**src/rtl/strap_led_ctrl.sv**
```systemverilog
module strap_led_ctrl #(
  parameter int CLK_HZ   = 25_000_000,
  parameter int BLINK_HZ = 10
) (
  input  logic clk,
  input  logic rst_n,
  input  logic pad_w_in,
  input  logic pad_o_in,
  input  logic link_up,
  input  logic speed_100,
  input  logic tx_busy,
  input  logic rx_busy,
  input  logic led_link_en,
  input  logic led_speed_en,
  output logic bus16,
  output logic big_endian,
  output logic pad_w_out,
  output logic pad_w_oe,
  output logic pad_o_out,
  output logic pad_o_oe
);
  localparam int HALF = (CLK_HZ / (2 * BLINK_HZ)) < 1 ? 1 : CLK_HZ / (2 * BLINK_HZ);
  localparam int CW   = $clog2(HALF + 1);

  logic          running;
  logic          blink_ph;
  logic [CW-1:0] blink_cnt;
  logic          busy;

  assign busy = tx_busy | rx_busy;

  always_ff @(posedge clk) begin
    if (!rst_n) begin
      bus16      <= pad_w_in;
      big_endian <= pad_o_in;
    end
  end

  always_ff @(posedge clk) begin
    running <= rst_n;
  end

  always_ff @(posedge clk) begin
    if (!rst_n || !busy) begin
      blink_cnt <= '0;
      blink_ph  <= 1'b0;
    end else if (blink_cnt == CW'(HALF - 1)) begin
      blink_cnt <= '0;
      blink_ph  <= ~blink_ph;
    end else begin
      blink_cnt <= blink_cnt + 1'b1;
    end
  end

  assign pad_w_oe  = running & led_link_en;
  assign pad_o_oe  = running & led_speed_en;
  assign pad_w_out = (link_up & ~(busy & blink_ph)) ^ bus16;
  assign pad_o_out = speed_100 ^ big_endian;

  p_strap_hold_r3: assert property (@(posedge clk) disable iff (!rst_n)
    $past(rst_n) |-> ($stable(bus16) && $stable(big_endian)));

  p_oe_reset_r4: assert property (@(posedge clk)
    !rst_n |=> (!pad_w_oe && !pad_o_oe));

  p_oe_enable_r5: assert property (@(posedge clk) disable iff (!rst_n)
    $past(rst_n) |-> (pad_w_oe == led_link_en && pad_o_oe == led_speed_en));

  p_link_level_r6: assert property (@(posedge clk) disable iff (!rst_n)
    !busy |-> (pad_w_out == (link_up ^ bus16)));

  p_blink_idle_r7: assert property (@(posedge clk) disable iff (!rst_n)
    !busy |=> !blink_ph);

  p_speed_level_r8: assert property (@(posedge clk) disable iff (!rst_n)
    pad_o_oe |-> (pad_o_out == (speed_100 ^ big_endian)));
endmodule

```
**config.mk**
```make
export PLATFORM = sky130hd
export DESIGN_NAME = strap_led_ctrl
export DESIGN_NICKNAME = d
export VERILOG_FILES = /design/src/rtl/strap_led_ctrl.sv
export SDC_FILE = /design/constraint.sdc
export NUM_CORES = 1
export LEC_CHECK = 0
export BUFFER_PORTS_ARGS = -buffer_cell sky130_fd_sc_hd__buf_2
export CAP_MARGIN = 20
export CORE_AREA = 2 2 54 56
export CTS_BUF_LIST = sky130_fd_sc_hd__clkbuf_8
export DETAILED_ROUTE_END_ITERATION = 6
export DIE_AREA = 0 0 56 58
export MAX_ROUTING_LAYER = met4
export SLEW_MARGIN = 20
export SYNTH_ARGS = -nofsm -noshare
export SYNTH_HDL_FRONTEND = slang
export SYNTH_SLANG_ARGS = --single-unit
```
**constraint.sdc**
```tcl
create_clock -name clk -period 5.2 [get_ports clk]
set_input_delay 0.26 -clock clk [delete_from_list [all_inputs] [get_ports clk]]
set_output_delay 0.26 -clock clk [all_outputs]
set_load 0.005 [all_outputs]
```
### Word-level counts from Yosys, hierarchy flattened

Index checks and enable logic that the tools add are counted.

* equality and inequality tests: 1
* add/subtract/negate cells: 1
* bitwise operators: 9
* reductions and logical operators: 4

Operators with widths (count)
* adder 21 x 1 -> 21 bit, second input constant: 1
* equality test 21 bit, second input constant: 1
* bitwise AND 1 bit: 4
* logical NOT 1 bit: 2
* inverter 1 bit: 2
* OR reduction 2 bit: 1
* bitwise XOR 1 bit: 2
* logical OR 1 bit: 1
* OR 1 bit: 1

* output and inout port bits: 6
* flip-flop bits (word level): 25
* bits of input ports: 10

### Depth between registers and ports, before layout

* depth in word-level cells: 5
* mapped depth: 6

### Least setup slack after synthesis

No wires, ideal clock.

* kind: register to register
* start point: register blink_cnt[0]
* end point: register blink_cnt[18]
* arrival time: 1675 ps
* cell stages (with the launch flop): 7
* path buffers: 1
* path slack: 3400 ps
* cells stage by stage: dfxtp_1 ha_1 nand3_1 or4_4 o21bai_1 buf_4 a21oi_1

* cells in the longest elaborated chain, start to end: 2

RTL lines
* from (decl): line 27 `logic [CW-1:0] blink_cnt;`
* from (signal assigned): line 51 `blink_cnt <= blink_cnt + 1'b1;`
* branches (longest 2 deep; another with adder 21 x 1 -> 21 bit)

Several ways; the timed one is not identified.
A chain may end at the register's enable or synchronous reset.

### Worst setup path in the final report

* start point: register blink_cnt[0]
* end point: register blink_cnt[9]

The elaborated chain is that of the path after synthesis.

==> out/results.ini <==
[floorplan]
die_y_um=58
die_area_um2=3250
start_util=0.428
core.rowCount=19
core_um2=2660
ios=16
die_w_um=56

[worst_setup_path]
cp_num_cells=6
crit_path_cell_trace=ha_1 > nand3_1 > or4_4 > o21bai_1 > buf_4 > nor2_1
critPathLaunchType=register
crit_path_start=blink_cnt[0]
reg2reg_depth=6
cp_top_family=simple AND/OR/NAND/NOR gates
critPathKind=register to register
cp.required_ns=5.37
slowest_stage=or4_4
max_stage_delay_ns=0.59
cp_max_fo=12
endpoint_kind=register
crit_arrival_ns=2.59
r2r-start=blink_cnt[0]
critPathBufInv=1

[grt]
gr-usage-met2=0.261
grt_pass1_wl_um=3730
grt_max_degree=14
grtUsageTotal=0.150
antenna_found_initial=0
first_global_vias=914
globalRouteMet1Util=0.165
grt.busiest_layer=met2
overflow=0
grt_util_met3=0.0357

[clock_network]
root_buffer=clkbuf_8
h-tree-depth=1
clk_latency_ns=0.27
cts.sink_count=25
cts_made_buffers=3
clk_pin_slew_ns=0.08
cts_tree=yes
postCtsHoldBufs=0
cts_setup_buffers=0
ctsResizeCount=0
clock_path_buffers=2

[logic_synthesis]
synthDistinctLibCells=31
syn_avg_cell_area_um2=8.98
synth_edf_count=2
synth.yosys.warnings=0
ys_seq_area_frac=0.457
syn_nets=138
ys.flop_type=dfxtp_1
syn_inst=127
synth_area_leaders=dfxtp_1 (40%), xor2_1 (6.1%), edfxtp_1 (5.3%)
synthArstFlopShare=0
synthMostInstantiatedCell=dfxtp_1
syn_area_um2=1140
synth_top_area_share=0.404
ys_ff_latch=25
synth_top_cell_by_area=dfxtp_1
synthTopCellsByCount=dfxtp_1 (23), nor2_1 (13), nand2_1 (10), a21oi_1 (9), xor2_1 (8)

[hold_path]
min_path_cells=1
holdCritPathClass=input pin to register
min_from=rst_n

[layout]
post-route-util=0.480
syn2layout_area_growth_pct=12.2
drive_gt1_frac=0.148
layout.nets=154
finish.instance_area_um2=1280
num_antenna_cells=0

[timing]
final.setup.tns_ns=0
slew_headroom=0.544
finalCritPeriodShare=0.466
min_period_ns=2.42
final_hold_viol_count=0
setup_viol=0
rsz0062_at_grt=no
fin_skew_ns=0.00390
slew_violations=0
whs_ns=0.116
worst_pin_slew_ns=0.683
timing.fmax_ghz=0.413

[placement]
port_buffers=15
hpwl_um=1580
place_area_um2=1230
gp_congestion=0.821

[pwr]
powerDensity_nw_per_um2=257
ir_drop_mv=0.153
p_leak_nw=0.451

[routing]
drtIter0Drc=30
dr.pass1.iters=4
via_count=957
avgViaCountPerCell=5.53
wl_um=2160
antenna_left=0
wl_per_cell_um=12.5
post-route-drc-count=0

[run]
cap_violations=0

[run_status]
status=completed

==> kinds of logic (layout without fill, tap and decap cells) <==
logic type,count (synthesis),after routing,synth area share
adders and majority gates,1,1,0.0110
xor gates and xnor gates,13,13,0.0999
and+or+nand+nor,60,60,0.299
buffers and inverters,7,22,0.0307
DFF,25,25,0.457
AOI/OAI and AO/OA,21,21,0.103
==> path summary, 6_finish.rpt <==
check / end / slack (ns)
hold reg to reg: blink_cnt[0] / 0.46
setup / recovery: blink_cnt[9] / 2.78
hold / removal: running / 0.12
setup reg to reg: blink_cnt[9] / 2.78
==> cell type report <==
cell class | count | area (um^2)
Clock buffer | 3 | 41.3
Inverter | 2 | 7.51
Clock inverter | 1 | 3.75
Sequential cell | 25 | 520
Multi-Input combinational cell | 95 | 584
Tap cell | 31 | 38.8
Timing Repair Buffer | 16 | 82.6
Fill cell | 261 | 1380
==> state kept, by name (all words and copies together) (netlist names) <==
name,count
blink_ph,1
blink_cnt,21
bus16,1
big_endian,1
running,1
==> stage by stage <==
step | instances | worst slack, ns | total power (W)
floorplan | 127 | 3.40 | 0.000212
global placement | 169 | 2.89 | 0.000220
detailed placement | 169 | 2.76 | 0.000221
CTS | 173 | 2.76 | 0.000333
global route | 173 | 2.60 | 0.000343
finish | 173 | 2.78 | 0.000328
==> cell usage in the layout (no fill, tap or decap), drive strengths merged, types with 2 or more instances in the layout <==
cell and instances:
nor4 2, inv 3, nand2 10, nor2 13
and2 4, buf 16, nand3 7, o31ai 4
and4 2, a21oi 9, or4 5, or3 5
nand4 4, edfxtp 2, xnor2 5, and3 2
clkbuf 3, xor2 8, o21ai 7, dfxtp 23
==> where the power goes <==
| part | switching [W] | internal (W) |
|---|---|---|
| Combinational | 0.00000841 | 0.00000858 |
| Clock | 0.0000592 | 0.0000528 |
| Sequential | 0.00000206 | 0.000197 |
| Total | 0.0000697 | 0.000258 |
==> per-layer routing <==
metal / vias up / part of all wire
met2: 27 / 0.46
met4: 0 / 0.019
met1: 440 / 0.46
li1: 485 / -
met5: - / 0
met3: 5 / 0.056
Power figures use the tool's default switching activity.
